$ cat src/rtl/pgea_pkg.sv
package pgea_pkg;

    localparam int OP_W = 5;

    typedef enum logic [1:0] {
        CL_LDST = 2'd0,
        CL_ALU  = 2'd1,
        CL_JMP  = 2'd2,
        CL_NONE = 2'd3
    } op_class_e;

    typedef struct packed {
        op_class_e cls;
        logic      ind;
        logic      psel;
    } dec_s;

    typedef enum logic [1:0] {
        ST_IDLE  = 2'd0,
        ST_FETCH = 2'd1,
        ST_DONE  = 2'd2
    } st_e;

    function automatic op_class_e classify(input logic [OP_W-1:0] op);
        if (op < 5'd8)       return CL_LDST;
        else if (op < 5'd24) return CL_ALU;
        else if (op < 5'd28) return CL_JMP;
        else                 return CL_NONE;
    endfunction

endpackage

$ cat src/rtl/pgea_decode.sv
module pgea_decode
    import pgea_pkg::*;
(
    input  logic [OP_W-1:0] op,
    output dec_s            dec
);
    always_comb begin
        dec.cls  = classify(op);
        dec.ind  = 1'b0;
        dec.psel = 1'b0;
        case (dec.cls)
            CL_LDST: begin
                dec.ind  = op[1];
                dec.psel = op[0];
            end
            CL_ALU:  dec.psel = op[0];
            CL_JMP:  dec.ind  = op[1];
            default: ;
        endcase
    end
endmodule

$ cat src/rtl/pgea_pagereg.sv
module pgea_pagereg #(
    parameter int PAGE_W = 5,
    localparam int PR_W  = 2 * PAGE_W + 2
) (
    input  logic              clk,
    input  logic              rst,
    input  logic              ld,
    input  logic [PR_W-1:0]   wdata,
    output logic [PAGE_W-1:0] pg_lo,
    output logic [PAGE_W-1:0] pg_hi,
    output logic              use_cur
);
    // layout: [PR_W-1] current-page flag, [PR_W-2 -: PAGE_W] page for select=1,
    // [PAGE_W] reserved, [PAGE_W-1:0] page for select=0
    always_ff @(posedge clk) begin
        if (rst) begin
            pg_lo   <= '0;
            pg_hi   <= '0;
            use_cur <= 1'b0;
        end else if (ld) begin
            pg_lo   <= wdata[PAGE_W-1:0];
            pg_hi   <= wdata[PR_W-2 -: PAGE_W];
            use_cur <= wdata[PR_W-1];
        end
    end

    a_r13_load_visible: assert property (@(posedge clk) disable iff (rst)
        ld |=> (pg_hi == $past(wdata[PR_W-2 -: PAGE_W])) && (use_cur == $past(wdata[PR_W-1])));
endmodule

$ cat src/rtl/pgea_pagesel.sv
module pgea_pagesel
    import pgea_pkg::*;
#(
    parameter int PAGE_W = 5
) (
    input  op_class_e         cls,
    input  logic              psel,
    input  logic              sub_mode,
    input  logic              use_cur,
    input  logic [PAGE_W-1:0] pg_lo,
    input  logic [PAGE_W-1:0] pg_hi,
    input  logic [PAGE_W-1:0] cur_pg,
    output logic [PAGE_W-1:0] page
);
    always_comb begin
        if (cls == CL_JMP)           page = cur_pg;
        else if (!psel)              page = pg_lo;
        else if (sub_mode || use_cur) page = cur_pg;
        else                         page = pg_hi;
    end
endmodule

$ cat src/rtl/pgea_gen.sv
module pgea_gen
    import pgea_pkg::*;
#(
    parameter int ADDR_W = 12,
    parameter int PAGE_W = 5,
    localparam int OFS_W = ADDR_W - PAGE_W,
    localparam int PR_W  = 2 * PAGE_W + 2
) (
    input  logic              clk,
    input  logic              rst,
    input  logic              in_valid,
    output logic              in_ready,
    input  logic [ADDR_W-1:0] instr,
    input  logic [ADDR_W-1:0] pc,
    input  logic              sub_mode,
    input  logic              pr_load,
    input  logic [PR_W-1:0]   pr_wdata,
    output logic              mem_req,
    output logic [ADDR_W-1:0] mem_addr,
    input  logic              mem_ack,
    input  logic [ADDR_W-1:0] mem_rdata,
    output logic              out_valid,
    output logic              out_memref,
    output logic              out_indirect,
    output logic [ADDR_W-1:0] out_ea
);
    dec_s              dec;
    logic [PAGE_W-1:0] pg_lo, pg_hi, page;
    logic              use_cur;
    logic [ADDR_W-1:0] dir_addr, dir_q, ea_q;
    logic              memref_q, ind_q, is_mem, need_ind;
    st_e               st;

    pgea_decode u_dec (
        .op  (instr[ADDR_W-1 -: OP_W]),
        .dec (dec)
    );

    pgea_pagereg #(.PAGE_W(PAGE_W)) u_pr (
        .clk     (clk),
        .rst     (rst),
        .ld      (pr_load),
        .wdata   (pr_wdata),
        .pg_lo   (pg_lo),
        .pg_hi   (pg_hi),
        .use_cur (use_cur)
    );

    pgea_pagesel #(.PAGE_W(PAGE_W)) u_sel (
        .cls      (dec.cls),
        .psel     (dec.psel),
        .sub_mode (sub_mode),
        .use_cur  (use_cur),
        .pg_lo    (pg_lo),
        .pg_hi    (pg_hi),
        .cur_pg   (pc[ADDR_W-1 -: PAGE_W]),
        .page     (page)
    );

    assign dir_addr = {page, instr[OFS_W-1:0]};
    assign is_mem   = (dec.cls != CL_NONE);
    assign need_ind = is_mem && dec.ind;

    always_ff @(posedge clk) begin
        if (rst) begin
            st       <= ST_IDLE;
            dir_q    <= '0;
            ea_q     <= '0;
            memref_q <= 1'b0;
            ind_q    <= 1'b0;
        end else begin
            case (st)
                ST_IDLE: if (in_valid) begin
                    dir_q    <= dir_addr;
                    ea_q     <= dir_addr;
                    memref_q <= is_mem;
                    ind_q    <= need_ind;
                    st       <= need_ind ? ST_FETCH : ST_DONE;
                end
                ST_FETCH: if (mem_ack) begin
                    ea_q <= mem_rdata;
                    st   <= ST_DONE;
                end
                default: st <= ST_IDLE;
            endcase
        end
    end

    assign in_ready     = (st == ST_IDLE);
    assign mem_req      = (st == ST_FETCH);
    assign mem_addr     = dir_q;
    assign out_valid    = (st == ST_DONE);
    assign out_memref   = memref_q;
    assign out_indirect = ind_q;
    assign out_ea       = ea_q;

    a_r11_req_held: assert property (@(posedge clk) disable iff (rst)
        mem_req && !mem_ack |=> mem_req && $stable(mem_addr));

    a_r11_ack_result: assert property (@(posedge clk) disable iff (rst)
        mem_req && mem_ack |=> out_valid && out_indirect && (out_ea == $past(mem_rdata)));

    a_r12_single_pulse: assert property (@(posedge clk) disable iff (rst)
        out_valid |=> !out_valid);

    a_r4_alu_direct: assert property (@(posedge clk) disable iff (rst)
        in_valid && in_ready && (instr[ADDR_W-1 -: OP_W] >= 5'd8) && (instr[ADDR_W-1 -: OP_W] < 5'd24)
        |=> out_valid && !mem_req && !out_indirect);

    a_r5_jump_cur_page: assert property (@(posedge clk) disable iff (rst)
        in_valid && in_ready && (instr[ADDR_W-1 -: 3] == 3'b110) && !instr[OFS_W+1]
        |=> out_valid && (out_ea[ADDR_W-1 -: PAGE_W] == $past(pc[ADDR_W-1 -: PAGE_W])));

    a_r6_nonmem: assert property (@(posedge clk) disable iff (rst)
        in_valid && in_ready && (instr[ADDR_W-1 -: 3] == 3'b111)
        |=> out_valid && !out_memref && !mem_req);
endmodule

$ cat config.mk
export PLATFORM = sky130hd
export DESIGN_NAME = pgea_gen
export DESIGN_NICKNAME = d
export VERILOG_FILES = /design/src/rtl/pgea_pkg.sv /design/src/rtl/pgea_decode.sv /design/src/rtl/pgea_pagereg.sv /design/src/rtl/pgea_pagesel.sv /design/src/rtl/pgea_gen.sv
export SDC_FILE = /design/constraint.sdc
export NUM_CORES = 1
export LEC_CHECK = 0
export ABC_CLOCK_PERIOD_IN_PS = 2660
export CORE_MARGIN = 1
export CORE_UTILIZATION = 43
export DETAILED_ROUTE_END_ITERATION = 6
export GPL_ROUTABILITY_DRIVEN = 0
export PLACE_DENSITY = 0.91
export SLEW_MARGIN = 20
export SYNTH_ARGS = -nofsm -noshare
export SYNTH_HDL_FRONTEND = slang
export SYNTH_SLANG_ARGS = --single-unit
$ cat constraint.sdc
create_clock -name clk -period 2.66 [get_ports clk]
set_input_delay 0.532 -clock clk [delete_from_list [all_inputs] [get_ports clk]]
set_output_delay 0.532 -clock clk [all_outputs]
set_load 0.005 [all_outputs]
==> qor.yml <==
outcome:
  status: "complete, no violations"
critical_path:
  rrSetupSlack_ns: 1.10
  path_max_fanout: 12
  worstPathArrival_ns: 1.56
  required_ns: 2.13
  critPathKind: "reg2out"
  setup.worst_path.start_class: "flop"
  worstSetupEndpointType: "output port"
power_and_ir_drop:
  p_sw_uw: 337
  power.leakage_uw: 0.000979
  ir_drop_uv: 260
  switching_share_pct: 25.1
  powerDensity_nw_per_um2: 524
  comb_power_share_pct: 21.5
  internal_power_uw: 1000
  pwr-share-clk_pct: 29.9
  p_seq_share_pct: 48.6
synth:
  synth_cell_types: 31
  syn_inst: 200
  synth_area_sq_um: 1700
  netlist_top_cells_area: "dfxtp_1 46%, nand2_1 8.4%, mux2i_1 7.7%"
  synth_top_area_cell: "dfxtp_1"
  synth-main-ff-cell: "dfxtp_1"
  syn-num-nets: 254
  synth_seq_cells: 39
  synth-seq-area-share_pct: 45.9
  synthArstFlopShare_pct: 0
  synth.top_cell.area_share_pct: 45.9
  ys.warnings.count: 0
  avgSynthCellArea_sq_um: 8.50
  synth_edf_count: 0
sta:
  max_freq_mhz: 479
  setup_viol: 0
  period_share_pct: 78.5
  slew_viol_final: 0
  tightest_slew_ns: 0.671
  rsz0062_at_grt: "no"
  clock_skew_ns: 0.00404
  maxSlewHeadroom_pct: 55.1
  tns_ns: 0
  hold_viol: 0
  period_needed_ns: 2.09
clock_tree:
  cts_buffer_depth: 2
  cts_setup_buffers: 0
  cts_tree: "yes"
  clk_pin_slew_ns: 0.07
  cts_hold_buf: 0
  cts_buffers: 5
  ctsResizeCount: 0
  cts.htree.levels: 2
  insertion_delay_ns: 0.29
  cts.sinks: 39
  cts_root_buf: "clkbuf_8"
routing:
  wl_met1_mm: 1.80
  ant_nets: 0
  first_pass_iters: 4
  drc: 0
  drt_iter0_drc: 99
  met2_length_mm: 2.05
  vias: 1699
  route.top_layer_used: "met4"
  avgViaCountPerCell: 5.31
  wl_per_cell_um: 13.6
  dr_wl_met3_um: 387
  drt-total-wl_mm: 4.37
global_route:
  grt_max_degree: 19
  grt.total_usage_pct: 21.9
  grt_antenna_before_repair: 0
  gr-total-overflow: 0
  grt_pass1_vias: 1591
  grt_pass1_wl_mm: 6.96
floorplanning:
  core_sq_um: 3720
  rows: 22
  ios: 83
  die-area_sq_um: 4210
  die_y_um: 64.9
  start_util_pct: 45.8
  fp.dieW_um: 64.9
final_layout:
  area.growth.synth_to_final_pct: 50.4
  final_core_util_pct: 68.8
  drive_above_1_share_pct: 6.25
  antenna-diode-count: 0
  final_area_sq_um: 2560
  final_common_cell: "clkdlybuf4s50_1"
  fill_cells: 311
  mostFrequentLayoutCells: "74 x clkdlybuf4s50_1, 39 x dfxtp_1, 38 x nand2_1"
  nNetsFinal: 326
placement:
  dpl.hpwl_mm: 3.30
  post_dp_cell_area_sq_um: 2470
  port-buffer-count: 74
flow_run:
  cap_viol_max_count: 0
min_path:
  hold_path_class: "reg2reg"
## state kept, by name, indices dropped and copies added (netlist names)
name	flops
out_memref	1
mem_addr	12
out_ea	12
u_pr.pg_hi	5
st	2
u_pr.use_cur	1
u_pr.pg_lo	5
out_indirect	1
## synthesized netlist by cell type, types with 2 or more instances
master,count
buf_4,2
nand2_1,38
mux2i_1,13
inv_1,2
or2_2,3
clkbuf_1,4
nand2b_1,2
a311oi_1,11
nand4_1,8
nor2b_1,2
or3_1,5
nor2_1,25
a21oi_1,14
buf_2,7
dfxtp_1,39
nand3b_1,7
o32a_1,4
## routing by layer
| layer | up-vias | GRT usage, % |
|---|---|---|
| li1 | 847 | - |
| met1 | 763 | 23.7 |
| met2 | 77 | 37.2 |
| met3 | 12 | 7.57 |
| met4 | 0 | 11.7 |
| met5 | - | 0 |
## cell type report
| class | instances | area (sq um) | area share (%) |
|---|---|---|---|
| timing repair buffer | 79 | 778 | 30.4 |
| multi-input combinational | 145 | 843 | 33.0 |
| inverter | 2 | 7.51 | 0.294 |
| sequential | 39 | 781 | 30.5 |
| tap | 48 | 60.1 | 2.35 |
| clock inverter | 1 | 5.00 | 0.196 |
| clock buffer | 6 | 82.6 | 3.23 |
## kinds of logic after synthesis
logic type | Yosys count | share of synthesized area, %
AO/OA/AOI/OAI | 37 | 15.6
multiplexers | 13 | 7.65
buffers and inverters | 16 | 4.49
flip-flops | 39 | 45.9
AND/OR/NAND/NOR | 95 | 26.3
## worst max-delay path, cell delays in order (launching register included)
cell and delay [ns]:
dfxtp_1 0.35, nand2b_1 0.17, inv_1 0.06, buf_4 0.17
clkdlybuf4s50_1 0.51
## power groups by stage
stage,Sequential [uW],Combinational [uW],Clock (uW)
3_5_place_dp,664,289,0
2_1_floorplan,663,125,0
6_report,651,288,400
5_1_grt,655,314,439
3_3_place_gp,661,284,0
4_1_cts,651,290,414
## path summary, 6_finish.rpt
check	start	endpoint	depth (start not counted)
worst max-delay path	st[1]	mem_req	4
worst min-delay path	mem_addr[4]	mem_addr[4]	2
worst max register to register	st[0]	out_ea[3]	5
worst min register to register	mem_addr[4]	mem_addr[4]	2
## per-stage QoR
stage	instances	hold slack [ns]	setup WS, ns	total power [uW]
finish	320	0.461	0.571	1340
global route	320	0.480	0.481	1410
CTS	320	0.465	0.557	1350
detailed placement	313	0.453	0.487	953
global placement	313	0.442	0.555	945
floorplan	200	0.451	1.12	788
(Power assumes the default switching activity.)
